### src/rtl/psram_dpd_seq.sv
module psram_dpd_seq #(
  parameter int unsigned PWR_WAIT_CYC  = 6000,
  parameter int unsigned WAKE_HOLD_CYC = 60000,
  parameter int unsigned DPD_MIN_CYC   = 2000000,
  parameter int unsigned ENTER_CYC     = 2
) (
  input  logic clk,
  input  logic rst_n,
  input  logic pwr_good,
  input  logic sleep_req,
  input  logic wake_req,
  input  logic ctl_idle,
  input  logic ctl_ce1_n,
  input  logic clr_lost,
  output logic mem_ce1_n,
  output logic mem_ce2,
  output logic ready,
  output logic data_lost
);
  localparam int unsigned MAX_AB  = (PWR_WAIT_CYC > WAKE_HOLD_CYC) ? PWR_WAIT_CYC : WAKE_HOLD_CYC;
  localparam int unsigned MAX_CD  = (DPD_MIN_CYC > ENTER_CYC) ? DPD_MIN_CYC : ENTER_CYC;
  localparam int unsigned MAX_CYC = (MAX_AB > MAX_CD) ? MAX_AB : MAX_CD;
  localparam int          CW      = $clog2(MAX_CYC + 1);

  typedef enum logic [2:0] {
    POWER_UP_WAIT, INIT_HOLD, READY, DPD_ENTER, DPD_HOLD, WAKE_HOLD
  } state_t;

  state_t        state, state_nx;
  logic [CW-1:0] cnt, limit;
  logic          cnt_done, wake_pend, in_dpd, exit_dpd;

  always_comb begin
    case (state)
      POWER_UP_WAIT:        limit = CW'(PWR_WAIT_CYC - 1);
      INIT_HOLD, WAKE_HOLD: limit = CW'(WAKE_HOLD_CYC - 1);
      DPD_ENTER:            limit = CW'(ENTER_CYC - 1);
      DPD_HOLD:             limit = CW'(DPD_MIN_CYC - 1);
      default:              limit = '0;
    endcase
  end

  assign cnt_done = (cnt == limit);
  assign in_dpd   = (state == DPD_ENTER) || (state == DPD_HOLD);

  always_comb begin
    state_nx = state;
    case (state)
      POWER_UP_WAIT:        if (pwr_good && cnt_done) state_nx = INIT_HOLD;
      INIT_HOLD, WAKE_HOLD: if (cnt_done) state_nx = READY;
      READY:                if (sleep_req && ctl_idle) state_nx = DPD_ENTER;
      DPD_ENTER:            if (cnt_done) state_nx = DPD_HOLD;
      DPD_HOLD:             if (cnt_done && (wake_pend || wake_req)) state_nx = WAKE_HOLD;
      default:              state_nx = POWER_UP_WAIT;
    endcase
  end

  assign exit_dpd = (state == DPD_HOLD) && (state_nx == WAKE_HOLD);

  always_ff @(posedge clk or negedge rst_n) begin
    if (!rst_n) begin
      state     <= POWER_UP_WAIT;
      cnt       <= '0;
      wake_pend <= 1'b0;
      data_lost <= 1'b0;
    end else begin
      state <= state_nx;
      if (state_nx != state)                        cnt <= '0;
      else if (state == POWER_UP_WAIT && !pwr_good) cnt <= '0;
      else if (!cnt_done)                           cnt <= cnt + CW'(1);
      wake_pend <= in_dpd && !exit_dpd && (wake_pend || wake_req);
      if (exit_dpd)      data_lost <= 1'b1;
      else if (clr_lost) data_lost <= 1'b0;
    end
  end

  assign ready     = (state == READY);
  assign mem_ce2   = !((state == POWER_UP_WAIT) || (state == DPD_HOLD));
  assign mem_ce1_n = ready ? ctl_ce1_n : 1'b1;
endmodule

### config.mk
export PLATFORM = sky130hd
export DESIGN_NAME = psram_dpd_seq
export DESIGN_NICKNAME = d
export VERILOG_FILES = /design/src/rtl/psram_dpd_seq.sv
export SDC_FILE = /design/constraint.sdc
export NUM_CORES = 1
export LEC_CHECK = 0
export BUFFER_PORTS_ARGS = -buffer_cell sky130_fd_sc_hd__buf_2
export CORE_ASPECT_RATIO = 1.4
export CORE_UTILIZATION = 59
export CTS_BUF_LIST = sky130_fd_sc_hd__clkbuf_16
export CTS_CLUSTER_DIAMETER = 120
export DETAILED_ROUTE_END_ITERATION = 10
export PLACE_DENSITY = 0.78
export SYNTH_ARGS = -nofsm -noshare
export SYNTH_HDL_FRONTEND = slang
export SYNTH_SLANG_ARGS = --single-unit
### constraint.sdc
create_clock -name clk -period 2.4 [get_ports clk]
set_clock_uncertainty 0.2 [all_clocks]
set_input_delay 0.48 -clock clk [delete_from_list [all_inputs] [get_ports clk]]
set_output_delay 0.48 -clock clk [all_outputs]
set_load 0.005 [all_outputs]
==> results of run 1 <==
-- metrics by stage --
| step | worst slack (ns) | cell area [um2] | util (%) |
|---|---|---|---|
| 2_1_floorplan | 0.445 | 1650 | - |
| 5_1_grt | 0.00311 | 1820 | 68.8 |
| 3_5_place_dp | 0.00926 | 1700 | 64.5 |
| 3_3_place_gp | 0.00999 | 1700 | 64.5 |
| 6_report | 0.0709 | 1820 | 68.8 |
| 4_1_cts | 0.0261 | 1780 | 67.5 |
-- timing repair --
item | 4_1_cts | 5_1_grt
setup endpoints to repair | 5 | 11
pin swaps | 0 | 0
hold endpoints to repair | 0 | 0
gates resized for setup | 1 | 2
setup buffers | 0 | 4
-- cells in the mapped netlist (3+ instances only) --
cell type / n / area [um2]
clkbuf_8: 3 / 41.3
o21ai_1: 9 / 45.0
inv_1: 5 / 18.8
a21oi_1: 5 / 25.0
a211oi_1: 3 / 22.5
nand2_1: 10 / 37.5
and3_1: 5 / 31.3
nor2_1: 22 / 82.6
dfrtp_1: 26 / 651
mux2i_1: 4 / 40.0
o21ai_0: 5 / 25.0
nor3_1: 5 / 25.0
nand3_1: 10 / 50.1
nand4_1: 8 / 50.1
buf_6: 3 / 33.8
xor2_1: 15 / 131
xnor2_1: 5 / 43.8
-- final cells by class --
type	count	area, um2
fill	222	825
sequential	26	652
clock buffer	3	75.1
clock inverter	1	3.75
multi-input combinational	139	886
inverter	5	18.8
timing repair buffer	22	138
tap	36	45.0
-- cells by family (layout without fill, tap and decap cells) --
logic type	Yosys count	count (layout)	synth area share, %
xor gates and xnor gates	20	20	10.6
adders and majority gates	1	1	0.758
and+or+nand+nor	82	82	27.7
muxes	4	4	2.43
DFF	26	26	39.4
buffers and inverters	15	31	7.13
AOI/OAI and AO/OA	32	32	11.9
-- worst max-delay path, cell delays in order, from the launching register on --
cell	delay, ns
dfrtp_1	0.43
buf_4	0.18
nand2b_1	0.22
or3_2	0.43
buf_2	0.14
-- registers in the layout, summed over array words and instances (netlist names) --
signal,cells
cnt,21
wake_pend,1
state,3
data_lost,1
-- path summary, 6_finish.rpt --
check	start	endpoint	slack, ns
setup / recovery	state[2]	mem_ce1_n	0.07
hold / removal	rst_n	data_lost	0.005
setup reg to reg	state[1]	cnt[5]	0.13
hold reg to reg	data_lost	data_lost	0.32
max in group asynchronous	rst_n	state[1]	1.60
min in group clk	clr_lost	data_lost	0.21
-- power by group --
part	total, uW	leakage [uW]	internal [uW]	switching, uW
combinational	39.6	0.000420	14.1	25.5
clock	359	0.0000385	222	136
sequential	448	0.000359	442	5.88
total	847	0.000818	679	168
-- layer usage --
layer	GRT usage (%)	part of all wire [%]
met1	33.6	43
met3	3.06	2.6
met2	44.6	51
met4	10.0	3.4
met5	0	0
==> results by group, run 1 <==
Run status
  – Outcome: finished, final reports clean

Place
  – Final GP Congestion: around 0.92
  – Placed instance count: 224
  – DPL Wire Length: 2730 um
  – IO Port Bufs: 11

Final layout
  – Layout cells sized above 1: 18.9%
  – Commonest cells after routing, fill and taps aside: dfrtp_1 (25), nor2_1 (22), xor2_1 (15)
  – Final #Nets: between 200 and 250
  – # diodes: 0
  – Commonest non-fill, non-tap cell in the layout: dfrtp_1
  – Final non-filler cell total: 232
  – Area growth, synth to finish: 10.2%

Logic synthesis
  – Syn nets: 189
  – Synth unique cells: 45
  – Synth Instances: 180
  – Post-synthesis area per instance: 9.17 um2
  – Post-synth top flop: dfrtp_1
  – EDFF count, synth: 0
  – Ys async rst share: between 90% and 100%
  – Mapped Area: 1650 um2
  – Sequential element share of the synthesized area: 39.4%
  – Warnings, synthesis: 0
  – Yosys reg bits: 26

Critical path
  – WP data required: between 1.5 and 2 ns
  – Setup crit start kind: flip-flop
  – Setup CP Type: reg -> out
  – Worst Path Arrival: 1.65 ns
  – CP endpoint kind: output pin
  – Reg2reg path depth: 8
  – Worst Path Max Fanout: 8

Global route
  – First-pass GRT wire length: slightly below 6000 um
  – Vias in the first global route: approximately 1,300
  – GRT overflow: 0
  – Pin count of the biggest net entering global routing: 27
  – Initial antenna violation count: 0
  – Gr usage total: between 20% and 30%

Timing
  – Slew headroom: a little over three fifths
  – Setup-failing EPs final: 0
  – Max Clk Rate: 429 MHz
  – RSZ-0062 raised after global routing: false
  – Hold_ws: 0.00491 ns
  – Max Transition Viols Final: 0
  – Setup TNS: 0 ns
  – Final Hold Vio Count: 0
  – Final Critical Period: 2.33 ns
  – Final Cycle Share: 97.0%
  – Least-Margin Pin Slew: 0.552 ns

Floorplan
  – IO Pins: 12
  – Die footprint: 3020 um2
  – # rows: 22
  – Starting Density: a little over three fifths
  – Die X: 46.7 um
  – Core box area: 2640 um2
  – Chip height: 64.6 um

Route
  – Final wirelength: 3640 um
  – Antenna viol nets, final: 0
  – Drt wl/cell: 15.7 um
  – Vias per inst: between 5 and 6
  – Iter 0 DRT Violations: 48
  – Vias: 1,385
  – DRC: 0
  – Pre-antenna DRT Iters: 4

Clocking
  – CTS tree: built
  – Hold_buf cts: 0
  – Clk slew on worst S/H paths: ~0.060 ns
  – CTS Root Cell: clkbuf_16
  – Clk_lat worst skew: 0.26 ns
  – Max Root-Sink Buffers: 2
  – Clock sink total: 26
  – H-tree levels: 1
  – CTS Buf Count: 3

Pwr
  – Peak supply drop: between 0.4 and 0.5 mV
  – Final Power: ~850 uW
  – PwrDens: 466 nW/um2
  – Static leakage: 0.000818 uW

Hold path
  – Hold Path Class: in -> async

Job
  – Max-cap violation count: 0
Power figures use the tool's default switching activity.
==> inputs of run 2 (changes only) <==
--- a/config.mk
+++ b/config.mk
@@ -5,13 +5,14 @@
 export SDC_FILE = /design/constraint.sdc
 export NUM_CORES = 1
 export LEC_CHECK = 0
+export ABC_CLOCK_PERIOD_IN_PS = 1900
 export BUFFER_PORTS_ARGS = -buffer_cell sky130_fd_sc_hd__buf_2
 export CORE_ASPECT_RATIO = 1.4
-export CORE_UTILIZATION = 59
+export CORE_UTILIZATION = 53
 export CTS_BUF_LIST = sky130_fd_sc_hd__clkbuf_16
 export CTS_CLUSTER_DIAMETER = 120
 export DETAILED_ROUTE_END_ITERATION = 10
-export PLACE_DENSITY = 0.78
+export PLACE_DENSITY = 0.74
 export SYNTH_ARGS = -nofsm -noshare
 export SYNTH_HDL_FRONTEND = slang
 export SYNTH_SLANG_ARGS = --single-unit
==> constraint.sdc (replaced) <==
create_clock -name clk -period 1.9 [get_ports clk]
set_clock_uncertainty 0.2 [all_clocks]
set_input_delay 0.38 -clock clk [delete_from_list [all_inputs] [get_ports clk]]
set_output_delay 0.38 -clock clk [all_outputs]
set_load 0.02 [all_outputs]
==> results by group, run 2 (synthesis results as in run 1) <==
Place
  – Placed Area: 1980 um2 (was 1700 um2)
  – IO Port Bufs: 11 (unchanged)
  – Placed instance count: 262 (was 224)
  – Final GP Congestion: 0.904 (was 0.918)
  – DPL Wire Length: 3220 um (was 2730 um)
  – Pre-CTS WS: -0.232 ns (was 0.00926 ns)

Timing
  – Final Hold Vio Count: 0 (unchanged)
  – Least-Margin Pin Slew: 0.622 ns (was 0.552 ns)
  – Setup TNS: -6.64 ns (was 0 ns)
  – Final Cycle Share: 118%
  – Slew headroom: 58.5% (was 63.2%)
  – Max Transition Viols Final: 0 (unchanged)
  – Setup-failing EPs final: 28 (was 0)
  – RSZ-0062 raised after global routing: true (was false)
  – Final Critical Period: around 2.2 ns
  – Setup ws final: -0.337 ns (was 0.0709 ns)
  – Max Clk Rate: between 400 and 500 MHz

Clocking
  – Clock sink total: 26 (unchanged)
  – Clk_lat worst skew: 0.26 ns (about the same)
  – Max Root-Sink Buffers: 2 (unchanged)
  – CTS Root Cell: clkbuf_16 (unchanged)
  – CTS tree: built (unchanged)
  – CTS Buf Count: 3 (unchanged)
  – H-tree levels: 1 (unchanged)
  – Clk slew on worst S/H paths: 0.07 ns (was 0.06 ns)

Global route
  – Grt met1 use: 34.2% (was 33.6%)
  – Initial antenna violation count: 0 (unchanged)
  – Met3 GRT Util: 3.56% (was 3.06%)
  – Gr usage total: 32.1% (was 26.6%)
  – GR Util met2: 59.9% (was 44.6%)
  – GRT overflow: 0 (unchanged)
  – Pin count of the biggest net entering global routing: 27 (unchanged)
  – Vias in the first global route: 1,727 (was 1,262)
  – First-pass GRT wire length: 7970 um (was 5780 um)
  – Busiest grt layer: met2 (unchanged)

Floorplan
  – IO Pins: 12 (unchanged)
  – Die X: 49.2 um (was 46.7 um)
  – # rows: 23 (was 22)
  – Core box area: 2910 um2 (was 2640 um2)
  – Chip height: 68.0 um (was 64.6 um)
  – Die footprint: 3340 um2 (was 3020 um2)
  – Starting Density: 56.8% (was 62.5%)

Critical path
  – Most frequent cell on the critical path: buf_6
  – Critical path's slowest cell: dfrtp_2 (was dfrtp_1)
  – CP endpoint kind: flip-flop (was output pin)
  – Worst Path Arrival: 2.22 ns (was 1.65 ns)
  – Worst Path Max Fanout: 6 (was 8)
  – Setup crit start kind: flip-flop (unchanged)
  – Crit-path cells: buf_6 -> buf_6 -> nand4b_1 -> buf_4 -> a211oi_2 -> and3_1 -> and3_4 -> mux2i_1 (was buf_4 -> nand2b_1 -> or3_2 -> buf_2)
  – Setup CP Type: reg -> reg (was reg -> out)
  – WP data required: 1.89 ns (was 1.72 ns)
  – Crit-path max cell delay: 0.43 ns (about the same)

Final layout
  – Layout cells sized above 1: 42.2% (was 18.9%)
  – Final #Nets: 247 (was 206)
  – Commonest non-fill, non-tap cell in the layout: buf_4 (was dfrtp_1)
  – Registers with the most flip-flops: cnt: 21 flops, state: 3 flops (unchanged)
  – Max reg flops: 21 (unchanged)
  – Largest Register: cnt (unchanged)
  – Design area: 2330 um2 (was 1820 um2)
  – Area growth, synth to finish: 41.4% (was 10.2%)
  – # diodes: 0 (unchanged)
  – Final non-filler cell total: 274 (was 232)
  – Commonest cells after routing, fill and taps aside: buf_4 (41), dfrtp_1 (23), nor2_1 (20) (was dfrtp_1 (25), nor2_1 (22), xor2_1 (15))

Hold path
  – Hold Path Class: in -> reg (was in -> async)

Pwr
  – PwrDens: 540 nW/um2 (was 466 nW/um2)
  – Static leakage: 0.00106 uW (was 0.000818 uW)
  – Peak supply drop: 0.836 mV (was 0.492 mV)
  – Final Power: 1260 uW (was 847 uW)

Route
  – Iter 0 DRT Violations: 86 (was 48)
  – Pre-antenna DRT Iters: 4 (unchanged)
  – Antenna viol nets, final: 0 (unchanged)
  – Vias per inst: 6.26 (was 5.97)
  – DRC: 0 (unchanged)
  – Vias: 1,714 (was 1,385)
  – Drt wl/cell: 19.5 um (was 15.7 um)
  – Final wirelength: 5360 um (was 3640 um)

Job
  – Max-cap violation count: 0 (unchanged)

Run status
  – Outcome: complete, but fails checks (was finished, final reports clean)
  – Violated checks: negative setup slack
==> run 2: final timing paths <==
kind,from,end,slack (ns),cells past startpoint
setup / recovery,state[1],state[0],-0.34,8
hold / removal,clr_lost,data_lost,0.11,2
setup reg to reg,state[1],state[0],-0.34,8
hold reg to reg,data_lost,data_lost,0.34,2
max in group asynchronous,rst_n,state[1],0.58,2
min in group asynchronous,rst_n,cnt[6],0.46,2
==> run 2: what timing repair did <==
item	in CTS	in global routing
hold buffers	1	0
buffers inserted	4	4
gates cloned	2	0
hold endpoints to repair	26	0
gates resized for setup	30	15
pin swaps	9	11
setup endpoints to repair	28	29
==> run 2: cell type report <==
cell class	count	area, um2
multi-input combinational	141	1030
sequential	26	654
fill	173	573
timing repair buffer	61	475
clock buffer	3	75.1
tap	37	46.3
clock inverter	1	30.0
inverter	5	18.8
==> run 2: critical path, delay by kind of cell, from the launching register on <==
family	cells	cell delay, ns
simple gates	3	0.69
buf+inv	3	0.45
flops	1	0.43
compound gates	1	0.21
mux	1	0.18
==> run 2: per-stage QoR <==
stage,hold slack (ns),util [%]
2_1_floorplan,-0.116,-
3_3_place_gp,0.204,68.2
4_1_cts,0.104,76.9
5_1_grt,0.133,80.3
6_report,0.113,80.3
3_5_place_dp,0.216,68.2
==> run 2: layer usage <==
layer  vias up  wire [um]  share of wire (%)
met5         -          0                  0
met4         0        130                2.4
met3        18        240                4.5
met2        85       2990                 56
met1       856       2000                 37
li1        755          -                  -
==> run 2: power by group <==
| part | switching [uW] | leakage (uW) | internal (uW) |
|---|---|---|---|
| registers | 6.92 | 0.000356 | 558 |
| logic | 44.3 | 0.000656 | 28.6 |
| clock network | 202 | 0.0000511 | 420 |
| total | 253 | 0.00106 | 1010 |
==> inputs of run 3 (changes only) <==
==> constraint.sdc (replaced) <==
create_clock -name clk -period 1.9 [get_ports clk]
set_clock_uncertainty 0.2 [all_clocks]
set_input_delay 0.19 -clock clk [delete_from_list [all_inputs] [get_ports clk]]
set_output_delay 0.19 -clock clk [all_outputs]
set_load 0.02 [all_outputs]
==> results by group, run 3 (synthesis results as in run 1) <==
Global route
  – Gr usage total: 30.6% (was 32.1%)
  – GRT overflow: 0 (unchanged)
  – Pin count of the biggest net entering global routing: 27 (unchanged)
  – First-pass GRT wire length: 7630 um (was 7970 um)
  – GR Util met2: 57.4% (was 59.9%)
  – Initial antenna violation count: 0 (unchanged)
  – Grt met1 use: 33.7% (was 34.2%)
  – Busiest grt layer: met2 (unchanged)
  – Met3 GRT Util: 2.67% (was 3.56%)
  – Vias in the first global route: 1,702 (was 1,727)

Route
  – DRC: 0 (unchanged)
  – Vias per inst: 5.96 (was 6.26)
  – Pre-antenna DRT Iters: 4 (unchanged)
  – Antenna viol nets, final: 0 (unchanged)
  – Vias: 1,616 (was 1,714)
  – Iter 0 DRT Violations: 53 (was 86)
  – Drt wl/cell: 17.5 um (was 19.5 um)
  – Final wirelength: 4750 um (was 5360 um)

Place
  – Final GP Congestion: 0.898 (was 0.904)
  – Placed Area: 1970 um2 (was 1980 um2)
  – DPL Wire Length: 3130 um (was 3220 um)
  – IO Port Bufs: 11 (unchanged)
  – Placed instance count: 260 (was 262)
  – Pre-CTS WS: -0.238 ns (was -0.232 ns)

Final layout
  – Fillcell total: 193 (was 173)
  – Commonest cells after routing, fill and taps aside: buf_4 (42), dfrtp_1 (23), nor2_1 (21) (was buf_4 (41), dfrtp_1 (23), nor2_1 (20))
  – Registers with the most flip-flops: cnt: 21 flops, state: 3 flops (unchanged)
  – Largest Register: cnt (unchanged)
  – Area growth, synth to finish: 36.8% (was 41.4%)
  – Final non-filler cell total: 271 (was 274)
  – Design area: 2260 um2 (was 2330 um2)
  – Max reg flops: 21 (unchanged)
  – Commonest non-fill, non-tap cell in the layout: buf_4 (unchanged)
  – Area of the multi-input gates: 1020 um2 (was 1030 um2)
  – Final #Nets: 245 (was 247)
  – # diodes: 0 (unchanged)
  – Register area: 654 um2 (unchanged)
  – Layout cells sized above 1: 41.5% (was 42.2%)

Timing
  – Final Hold Vio Count: 0 (unchanged)
  – Max Transition Viols Final: 0 (unchanged)
  – Setup ws final: -0.224 ns (was -0.337 ns)
  – RSZ-0062 raised after global routing: true (unchanged)
  – Slew headroom: 60.2% (was 58.5%)
  – Max Clk Rate: 471 MHz (was 447 MHz)
  – Setup-failing EPs final: 27 (was 28)
  – Least-Margin Pin Slew: 0.597 ns (was 0.622 ns)
  – Final Critical Period: 2.12 ns (was 2.24 ns)
  – Final Cycle Share: 112% (was 118%)
  – Hold_ws: 0.135 ns (was 0.113 ns)

Pwr
  – Flop pwr share: 51.6% (was 44.9%)
  – Net Sw Frac: 21.0% (was 20.1%)
  – Logic gate share of total power: 6.6% (was 5.8%)
  – Clock power share: 41.9% (was 49.3%)
  – Peak supply drop: 0.534 mV (was 0.836 mV)
  – P_sw: 230 uW (was 253 uW)
  – Static leakage: 0.00103 uW (was 0.00106 uW)
  – PwrDens: 486 nW/um2 (was 540 nW/um2)
  – Internal: 867 uW (was 1010 uW)
  – Final Power: 1100 uW (was 1260 uW)

Run status
  – Outcome: complete, but fails checks (unchanged)
  – Violated checks: negative setup slack (unchanged)

Critical path
  – WP data required: 1.89 ns (about the same)
  – Setup crit start kind: flip-flop (unchanged)
  – Setup CP Type: reg -> reg (unchanged)
  – Worst Path Arrival: 2.12 ns (was 2.22 ns)
  – Reg2Reg Capture Point: cnt[15] (was state[0])
  – Reg-to-Reg Start: state[1] (unchanged)
  – Setup crit start: state[1] (unchanged)
  – Worst Path Max Fanout: 8 (was 6)
  – Reg2reg setup slack: -0.22 ns (was -0.34 ns)
  – Reg2reg path depth: 8 (unchanged)
  – CP endpoint kind: flip-flop (unchanged)

Hold path
  – Hold depth: 3 (was 2)
  – Hold Path End: wake_pend (was data_lost)
  – Start point of the worst hold path: wake_req (was clr_lost)
  – Hold Path Class: in -> reg (unchanged)

Clocking
  – Clk_lat worst skew: 0.26 ns (about the same)
  – Clk slew on worst S/H paths: 0.06 ns (was 0.07 ns)
  – H-tree levels: 1 (unchanged)
  – CTS tree: built (unchanged)
  – Max Root-Sink Buffers: 2 (unchanged)
  – CTS Buf Count: 3 (unchanged)
  – CTS Root Cell: clkbuf_16 (unchanged)
  – Clock sink total: 26 (unchanged)

Floorplan
  – IO Pins: 12 (unchanged)
  – # rows: 23 (unchanged)
  – Core box area: 2910 um2 (unchanged)
  – Chip height: 68.0 um (unchanged)
  – Die X: 49.2 um (unchanged)
  – Die footprint: 3340 um2 (unchanged)
  – Starting Density: 56.8% (unchanged)

Job
  – Max-cap violation count: 0 (unchanged)
==> run 3: changes by cell type in the layout (fill, tap and decap cells not counted), moves of 2 or more <==
cell	delta
nor3b_2	-2
o21ai_1	-4
buf_6	-5
o21ai_2	+5
==> run 3: per-layer routing <==
layer,part of all wire [%],vias up
met5,0,-
met4,4.4,0
met3,3.1,25
met2,52,54
met1,40,788
li1,-,749
==> run 3: power groups by stage <==
| stage | clock network (uW) | registers [uW] | logic (uW) |
|---|---|---|---|
| global route | 487 | 566 | 79.2 |
| finish | 459 | 566 | 72.3 |
| global placement | 0 | 574 | 57.7 |
| floorplan | 0 | 575 | 30.5 |
| CTS | 469 | 565 | 70.4 |
| detailed placement | 0 | 575 | 59.9 |
==> run 3: worst max-delay path by stage <==
stage,slack [ns],cells past startpoint,end
floorplan,-0.03,8,cnt[20]
global placement,-0.22,8,cnt[0]
detailed placement,-0.24,7,cnt[20]
CTS,-0.16,8,cnt[15]
global route,-0.32,7,state[0]
finish,-0.22,8,cnt[15]
==> run 3: layout make-up <==
cell class,count,area share [%]
multi-input cells,141,45.3
repair buffers,59,19.6
well taps,37,2.05
clock buffers,3,3.32
inverters,5,0.831
flip-flops and latches,26,29.0
==> run 3: metrics by stage <==
stage / util [%] / setup TNS [ns]
final: 77.7 / -4.66
after global routing: 77.7 / -6.04
after CTS: 75.5 / -3.27
after detailed placement: 67.7 / -4.49
after global placement: 67.7 / -3.96
after floorplan: - / -0.338
==> run 3: what timing repair did <==
action	CTS	global route
hold buffers	2	0
buffers inserted	2	2
endpoints found under the hold margin	27	0
endpoints found under the setup margin	28	28
gates cloned	2	0
pin swaps	6	7
resized for setup	28	11
==> run 3: critical path, cell delays in order, from the launching register on <==
cell and delay [ns]:
dfrtp_2 0.47, buf_6 0.15, nor3b_4 0.24, o21ai_2 0.11
a211oi_2 0.19, and4_4 0.31, o2111ai_4 0.13, buf_6 0.18
o21ai_1 0.07
